--- src/rtl/burst_pkg.sv ---
package burst_pkg;
  // Force a contiguous run of ones from bit 0: bit i set only if bits 0..i set.
  function automatic logic [63:0] prefix_ones(input logic [63:0] v, input int w);
    logic [63:0] m;
    m = '0;
    m[0] = v[0];
    for (int i = 1; i < 64; i++) begin
      if (i < w) m[i] = m[i-1] & v[i];
    end
    return m;
  endfunction
endpackage

--- src/rtl/mask_store.sv ---
module mask_store #(
  parameter int ADDR_W = 16
) (
  input  logic              clk,
  input  logic              rst,
  input  logic              wr_en,
  input  logic [ADDR_W-1:0] wr_val,
  output logic [ADDR_W-1:0] mask_q,
  output logic [ADDR_W-1:0] mask_d
);
  import burst_pkg::*;
  localparam logic [ADDR_W-1:0] ONE = {{(ADDR_W-1){1'b0}}, 1'b1};
  logic [63:0] wide_in;
  logic [63:0] wide_m;

  always_comb begin
    wide_in = '0;
    wide_in[ADDR_W-1:0] = wr_val;
    wide_m = prefix_ones(wide_in, ADDR_W);
    mask_d = wr_en ? wide_m[ADDR_W-1:0] : mask_q;
  end

  always_ff @(posedge clk) begin
    if (rst) mask_q <= '1;
    else     mask_q <= mask_d;
  end

  AST_MASK_CONTIG: assert property (@(posedge clk) disable iff (rst)
    ((mask_q & (mask_q + ONE)) == '0));
  AST_MASK_HOLD: assert property (@(posedge clk) disable iff (rst)
    !wr_en |=> (mask_q == $past(mask_q)));
endmodule

--- src/rtl/count_core.sv ---
module count_core #(
  parameter int ADDR_W = 16
) (
  input  logic              clk,
  input  logic              rst,
  input  logic              cnt_mode,
  input  logic              strobe_n,
  input  logic              clr_n,
  input  logic              adv_n,
  input  logic [ADDR_W-1:0] addr_in,
  input  logic [ADDR_W-1:0] mask,
  output logic [ADDR_W-1:0] cnt_q,
  output logic [ADDR_W-1:0] cnt_d,
  output logic              irq_n
);
  localparam logic [ADDR_W-1:0] ONE = {{(ADDR_W-1){1'b0}}, 1'b1};
  logic [ADDR_W-1:0] stepped;
  logic              irq_d;

  always_comb begin
    stepped = (cnt_q & ~mask) | ((cnt_q + ONE) & mask);
    cnt_d   = cnt_q;
    irq_d   = irq_n;
    if (cnt_mode) begin
      if (!clr_n) begin
        cnt_d = cnt_q & ~mask;
        irq_d = 1'b1;
      end else if (!strobe_n) begin
        cnt_d = addr_in;
        irq_d = 1'b1;
      end else if (!adv_n) begin
        cnt_d = stepped;
        irq_d = !((mask != '0) && ((stepped & mask) == mask));
      end
    end
  end

  always_ff @(posedge clk) begin
    if (rst) begin
      cnt_q <= '0;
      irq_n <= 1'b1;
    end else begin
      cnt_q <= cnt_d;
      irq_n <= irq_d;
    end
  end

  AST_LOAD_TAKEN: assert property (@(posedge clk) disable iff (rst)
    (cnt_mode && clr_n && !strobe_n) |=> (cnt_q == $past(addr_in)));
  AST_CLEAR_FIELD: assert property (@(posedge clk) disable iff (rst)
    (cnt_mode && !clr_n) |=> (((cnt_q & $past(mask)) == '0) &&
      ((cnt_q & ~$past(mask)) == ($past(cnt_q) & ~$past(mask)))));
  AST_UPPER_KEPT: assert property (@(posedge clk) disable iff (rst)
    (cnt_mode && strobe_n) |=> ((cnt_q & ~$past(mask)) == ($past(cnt_q) & ~$past(mask))));
  AST_IRQ_AT_ONES: assert property (@(posedge clk) disable iff (rst)
    $fell(irq_n) |-> ((cnt_q & mask) == mask));
  AST_MASK_MODE_FROZEN: assert property (@(posedge clk) disable iff (rst)
    !cnt_mode |=> ((cnt_q == $past(cnt_q)) && (irq_n == $past(irq_n))));
endmodule

--- src/rtl/readback_reg.sv ---
module readback_reg #(
  parameter int ADDR_W = 16
) (
  input  logic              clk,
  input  logic              rst,
  input  logic              show_cnt,
  input  logic [ADDR_W-1:0] cnt_next,
  input  logic [ADDR_W-1:0] mask_next,
  output logic [ADDR_W-1:0] rb_q
);
  always_ff @(posedge clk) begin
    if (rst)           rb_q <= '0;
    else if (show_cnt) rb_q <= cnt_next;
    else               rb_q <= mask_next;
  end
endmodule

--- src/rtl/burst_addr_gen.sv ---
module burst_addr_gen #(
  parameter int ADDR_W = 16
) (
  input  logic              clk,
  input  logic              rst,
  input  logic              sel_mask_n,
  input  logic              strobe_n,
  input  logic              adv_n,
  input  logic              clr_n,
  input  logic [ADDR_W-1:0] addr_in,
  output logic [ADDR_W-1:0] cur_addr,
  output logic [ADDR_W-1:0] rb_data,
  output logic              wrap_irq_n
);
  logic [ADDR_W-1:0] mask_q, mask_d, cnt_d;

  mask_store #(.ADDR_W(ADDR_W)) u_mask (
    .clk(clk), .rst(rst), .wr_en(!sel_mask_n && !strobe_n),
    .wr_val(addr_in), .mask_q(mask_q), .mask_d(mask_d)
  );

  count_core #(.ADDR_W(ADDR_W)) u_cnt (
    .clk(clk), .rst(rst), .cnt_mode(sel_mask_n), .strobe_n(strobe_n),
    .clr_n(clr_n), .adv_n(adv_n), .addr_in(addr_in), .mask(mask_q),
    .cnt_q(cur_addr), .cnt_d(cnt_d), .irq_n(wrap_irq_n)
  );

  readback_reg #(.ADDR_W(ADDR_W)) u_rb (
    .clk(clk), .rst(rst), .show_cnt(sel_mask_n),
    .cnt_next(cnt_d), .mask_next(mask_d), .rb_q(rb_data)
  );

  AST_RB_MATCH: assert property (@(posedge clk) disable iff (rst)
    sel_mask_n |=> (rb_data == cur_addr));
endmodule

--- config.mk ---
export PLATFORM = sky130hd
export DESIGN_NAME = burst_addr_gen
export DESIGN_NICKNAME = d
export VERILOG_FILES = /design/src/rtl/burst_pkg.sv /design/src/rtl/mask_store.sv /design/src/rtl/count_core.sv /design/src/rtl/readback_reg.sv /design/src/rtl/burst_addr_gen.sv
export SDC_FILE = /design/constraint.sdc
export NUM_CORES = 1
export LEC_CHECK = 0
export BUFFER_PORTS_ARGS = -buffer_cell sky130_fd_sc_hd__buf_2
export CORE_UTILIZATION = 56
export DETAILED_ROUTE_END_ITERATION = 8
export PLACE_DENSITY = 0.86
export SLEW_MARGIN = 0
export SYNTH_ARGS = -nofsm -noshare
export SYNTH_HDL_FRONTEND = slang
export SYNTH_SLANG_ARGS = --single-unit
--- constraint.sdc ---
create_clock -name clk -period 2.3 [get_ports clk]
set_input_delay 0.575 -clock clk [delete_from_list [all_inputs] [get_ports clk]]
set_output_delay 0.575 -clock clk [all_outputs]
set_load 0.05 [all_outputs]
# After elaboration in Yosys (flattened, before gate mapping)
# Index checks and enable logic that the tools add are counted.
[word_totals] regBits=49 inputBits=22 out_inout_bits=33 elab_cells=43
[classes] add_sub_neg=1 eq_ne=2 muxes=9 bitwise=20 n_reduce_logical=7
[op_table] operator="$mux 16" count=6
[op_table] operator="$and 16x16->16" count=3
[op_table] operator="$add 16x1->16 const B" count=1
[op_table] operator="$eq 16x16->1" count=1
[op_table] operator="$not 16->16" count=1
[op_table] operator="$or 16x16->16" count=1
[op_table] operator="$reduce_bool 16->1" count=1
[op_table] operator="$and 1x1->1" count=15
[op_table] operator="$logic_not 1->1" count=3
[op_table] operator="$mux 1" count=3
[op_table] operator="$ne 3x3->1 const B" count=1
[op_table] operator="$logic_and 1x1->1" count=2
[op_table] operator="$reduce_and 2->1" count=1

# Longest topological paths before layout
[depth] depth_word=17 depth_mapped=8 depth_no_buf=7

# By module
# Synthesis repeated with hierarchy kept, for this count alone.
[unflattened] hier_cells=362 hier_area_um2=3001.6
[by_module_without_submodules] module="count_core" n_inst=1 cells_per_inst=228 area_per_inst_um2=1647.8 seq_area_each_um2=340.3
[by_module_without_submodules] module="mask_store" n_inst=1 cells_per_inst=81 area_per_inst_um2=769.5 seq_area_each_um2=320.3
[by_module_without_submodules] module="readback_reg" n_inst=1 cells_per_inst=52 area_per_inst_um2=580.6 seq_area_each_um2=320.3
[by_module_without_submodules] module="burst_addr_gen" n_inst=1 cells_per_inst=1 area_per_inst_um2=3.8 seq_area_each_um2=0.0

# Least setup slack after synthesis
# OpenSTA, ideal clock, no wires.
[synth_path] path_kind="register -> register" startpoint="register u_cnt.cnt_q[0]" endpoint="register u_rb.rb_q[14]" setup_ns=0.070 arrival_time_ns=2.362 required_time_ns=2.230 slack_ns=-0.132 path_stages_with_launch=8 path_buffers=0 synth_period_minus_slack_ns=2.432 path_cell_list="dfxtp_1 > ha_1 > nand3_2 > nor4_2 > nand4_1 > mux2_1 > a41o_1 > a21oi_1"
[synth_between] elab_chain_len=8
[synth_rtl] element="from (decl)" line_no="count_core.sv:12" rtl="output logic [ADDR_W-1:0] cnt_q,"
[synth_rtl] element="from (signal assigned)" line_no="count_core.sv:43" rtl="cnt_q <= cnt_d;"
[synth_rtl] element="$add 16x1->16" line_no="count_core.sv:21" rtl="stepped = (cnt_q & ~mask) | ((cnt_q + ONE) & mask);"
[synth_rtl] element="$and 16x16->16" line_no="count_core.sv:21"
[synth_rtl] element="$or 16x16->16" line_no="count_core.sv:21"
[synth_rtl] element="$mux 16" line_no="count_core.sv:31" rtl="end else if (!adv_n) begin"
[synth_rtl] element="$mux 16" line_no="count_core.sv:28" rtl="end else if (!strobe_n) begin"
[synth_rtl] element="$mux 16" line_no="count_core.sv:25" rtl="if (!clr_n) begin"
[synth_rtl] element="$mux 16" line_no="count_core.sv:24" rtl="if (cnt_mode) begin"
[synth_rtl] element="$mux 16" line_no="readback_reg.sv:13" rtl="else if (show_cnt) rb_q <= cnt_next;"
[synth_rtl] element="to (signal assigned)" line_no="readback_reg.sv:13"
[synth_rtl] element="to (signal assigned)" line_no="readback_reg.sv:14" rtl="else rb_q <= mask_next;"
[synth_rtl] element="to (decl)" line_no="readback_reg.sv:9" rtl="output logic [ADDR_W-1:0] rb_q"
# No other way between the ends.
# A chain may end at the register's enable or synchronous reset.

# Final worst setup path
# Ends and elaborated chain as after synthesis.

==> flow_summary.json <==
{
  "run_status": "complete, no violations",
  "design.portCount": 55,
  "fp.coreArea_um2": 4850,
  "synthSimpleGateAreaFrac": 0.277,
  "timing.final.crit_share": 0.931,
  "achievable-frequency_mhz": 467,
  "p_per_area_nw_per_um2": 576,
  "antenna_found_initial": 0,
  "hp-class": "in -> reg",
  "worst_setup_path_end_kind": "register",
  "synth_top_family_by_area": "simple AND/OR/NAND/NOR gates",
  "synth_commonest_cells": "49 x dfxtp_1, 36 x a21oi_1, 30 x nand2_1, 30 x nor2_1, 17 x nor3_1",
  "synth_xor_xnor_area_share": 0.0544,
  "routabilityCongestion": 0.959,
  "area.growth.synth_to_final_pct": 17.1,
  "timing.critical_path.fanout_max": 10,
  "place_hpwl_mm": 5.83,
  "synth_async_sr_flop_share": 0,
  "final_layout_size_suffix_gt1_frac": 0.258,
  "power.static_leakage_nw": 1.37,
  "setup_viol_count_final": 0,
  "finalHoldViolCount": 0,
  "synth_seq_cells": 49,
  "global_route_wire_length_before_repair_mm": 12.9,
  "pre_cts_ws_ns": 0.0650,
  "first_iter_violations": 370,
  "fin_ws_ns": 0.159,
  "clkSinkCount": 49,
  "global_route_total_usage_across_every_layer": 0.307,
  "ys.flop_type": "dfxtp_1",
  "wp_data_arrival_ns": 2.38,
  "antenna_cells_inserted": 0,
  "starting_utilization_of_the_core_area": 0.598,
  "via_per_inst": 6.36,
  "grt_pass1_vias": 2690,
  "finalCriticalPeriod_ns": 2.14,
  "cp-start-kind": "register",
  "finalSetupTns_ns": 0,
  "cell_accounting_for_the_most_synthesized_area": "dfxtp_1",
  "yosysUniqueCellTypes": 65,
  "detail_route.first_pass.iterations": 5,
  "synthesis.yosys.warnings": 0,
  "least_margin_pin_slew_ns": 0.494,
  "max_stage_delay_cell_worst_path": "dfxtp_2",
  "crit_chain": "ha_1 -> nand3_4 -> nor4_4 -> nand4_1 -> mux2_1 -> a41o_1 -> a21oi_1",
  "mappedNetlistNets": 392,
  "post_synthesis_share_of_cell_area_spent_on_full_adders_half_adders_and_majority_gates": 0.0129,
  "area_share_of_the_largest_cell_type_after_synthesis": 0.338,
  "fin_util": 0.701,
  "totalWireLength_mm": 8.26,
  "vdd_drop_max_uv": 390,
  "rsz0062_at_grt": "false",
  "largest_net_degree_at_the_start_of_global_routing": 40,
  "synth_most_common_cell": "dfxtp_1",
  "routed-via-count": 3109,
  "synth.area.top_cells": "dfxtp_1 34%, a21oi_1 6.2%, xnor2_1 4.2%, nand2_1 3.9%, nor2_1 3.9%",
  "die_width_um": 74.0,
  "cts_root_buffer": "clkbuf_8",
  "max_stage_delay_on_crit_path_ns": 0.42,
  "cts-buffers-inserted": 5,
  "worst_ep_required_time_ns": 2.54,
  "drv_cap": 0,
  "cp_class": "reg -> reg",
  "postSynthCellCount": 367,
  "io_buffer_count": 54,
  "slew_violations": 0,
  "placed_area_um2": 3280,
  "fp.dieArea_um2": 5470,
  "avgSynthCellArea_um2": 7.90,
  "detail_route.wl_per_cell_um": 16.9,
  "synth.area.mux_share": 0.0108,
  "slew-limit-headroom": 0.671,
  "placement_rows": 25,
  "yosysSeqAreaShare": 0.338,
  "globalRoute.totalOverflow": 0,
  "cts_setup_buffers": 0,
  "cts.clk_slew.worst_paths_ns": 0.09,
  "cts_tree": "done",
  "final.setup_skew_ns": 0.00853,
  "finalNetCount": 446,
  "final_antenna_net_count": 0,
  "post-route-drc-count": 0,
  "finish.instance_area_um2": 3400,
  "ctsHtreeMaxLevel": 2,
  "synth_edf_count": 0,
  "holdWs_ns": 0.525,
  "synth_compound_gate_area_share": 0.239,
  "cts_max_path_buffers": 2,
  "clkLatencyLatePin_ns": 0.30,
  "synth_area_um2": 2900,
  "die_height_um": 74.0
}
[per-stage QoR]
step / std cells / power, mW
finish: 489 / 1.96
detailed placement: 481 / 1.48
global placement: 481 / 1.47
floorplan: 367 / 1.34
CTS: 489 / 1.96
global route: 489 / 2.04
[cell families after synthesis]
family                   count (synthesis)
AO/OA/AOI/OAI                          103
buffers and inverters                   44
AND/OR/NAND/NOR                        147
flip-flops                              49
XOR/XNOR                                18
multiplexers                             3
adder cells (fa/ha/maj)                  3
[worst paths after layout]
| kind | start | endpoint | slack (ns) | depth (start not counted) |
|---|---|---|---|---|
| setup / recovery | u_cnt.cnt_q[0] | u_rb.rb_q[14] | 0.16 | 7 |
| hold / removal | addr_in[7] | u_mask.mask_q[7] | 0.53 | 3 |
| setup reg to reg | u_cnt.cnt_q[0] | u_rb.rb_q[14] | 0.16 | 7 |
| hold reg to reg | u_cnt.cnt_q[1] | u_cnt.cnt_q[1] | 0.55 | 1 |
[per-layer routing]
layer  GRT usage  part of all wire
met4       0.120             0.023
met5           0                 0
met2       0.522              0.50
met1       0.388              0.40
met3      0.0528             0.083
[critical path: cells and delay by family (launching register included)]
family / cells / cell delay (ns)
compound gates: 2 / 0.38
fa+ha+maj: 1 / 0.27
flops: 1 / 0.42
mux: 1 / 0.33
simple gates: 3 / 0.68
[registers in the layout, summed over array words and instances (netlist names)]
register / flops
u_mask.mask_q: 16
u_cnt.irq_n: 1
u_rb.rb_q: 16
u_cnt.cnt_q: 16
[where the power goes]
group          internal, mW  switching, mW
Combinational         0.159          0.339
Sequential            0.908         0.0649
Clock                 0.211          0.276
[timing repair]
action / in CTS / in global routing
hold buffers: 0 / 0
setup endpoints to repair: 0 / 4
hold endpoints to repair: 0 / 0
gates resized for setup: 0 / 5
[final cells by class]
cell class | count | area [µm²]
Clock buffer | 6 | 72.6
Clock inverter | 2 | 10.0
Fill cell | 398 | 1450
Inverter | 16 | 60.1
Multi-Input combinational cell | 274 | 1760
Sequential cell | 49 | 986
Tap cell | 67 | 83.8
Timing Repair Buffer | 75 | 428
[cell usage in the layout (no fill, tap or decap), types with 4 or more instances in the layout]
cell type,instances
nand4_1,9
inv_1,14
clkbuf_8,5
buf_4,21
nor2_1,30
buf_2,54
a211o_1,5
nand2b_1,10
nand2_1,30
o21ai_0,11
a211oi_1,9
dfxtp_2,4
dfxtp_1,45
nor2b_1,4
a31oi_1,7
nand3_1,11
xnor2_1,14
a21oi_1,36
nor4_1,10
xor2_1,4
nor3_1,17
No activity file was read; power rests on OpenSTA's default activity.
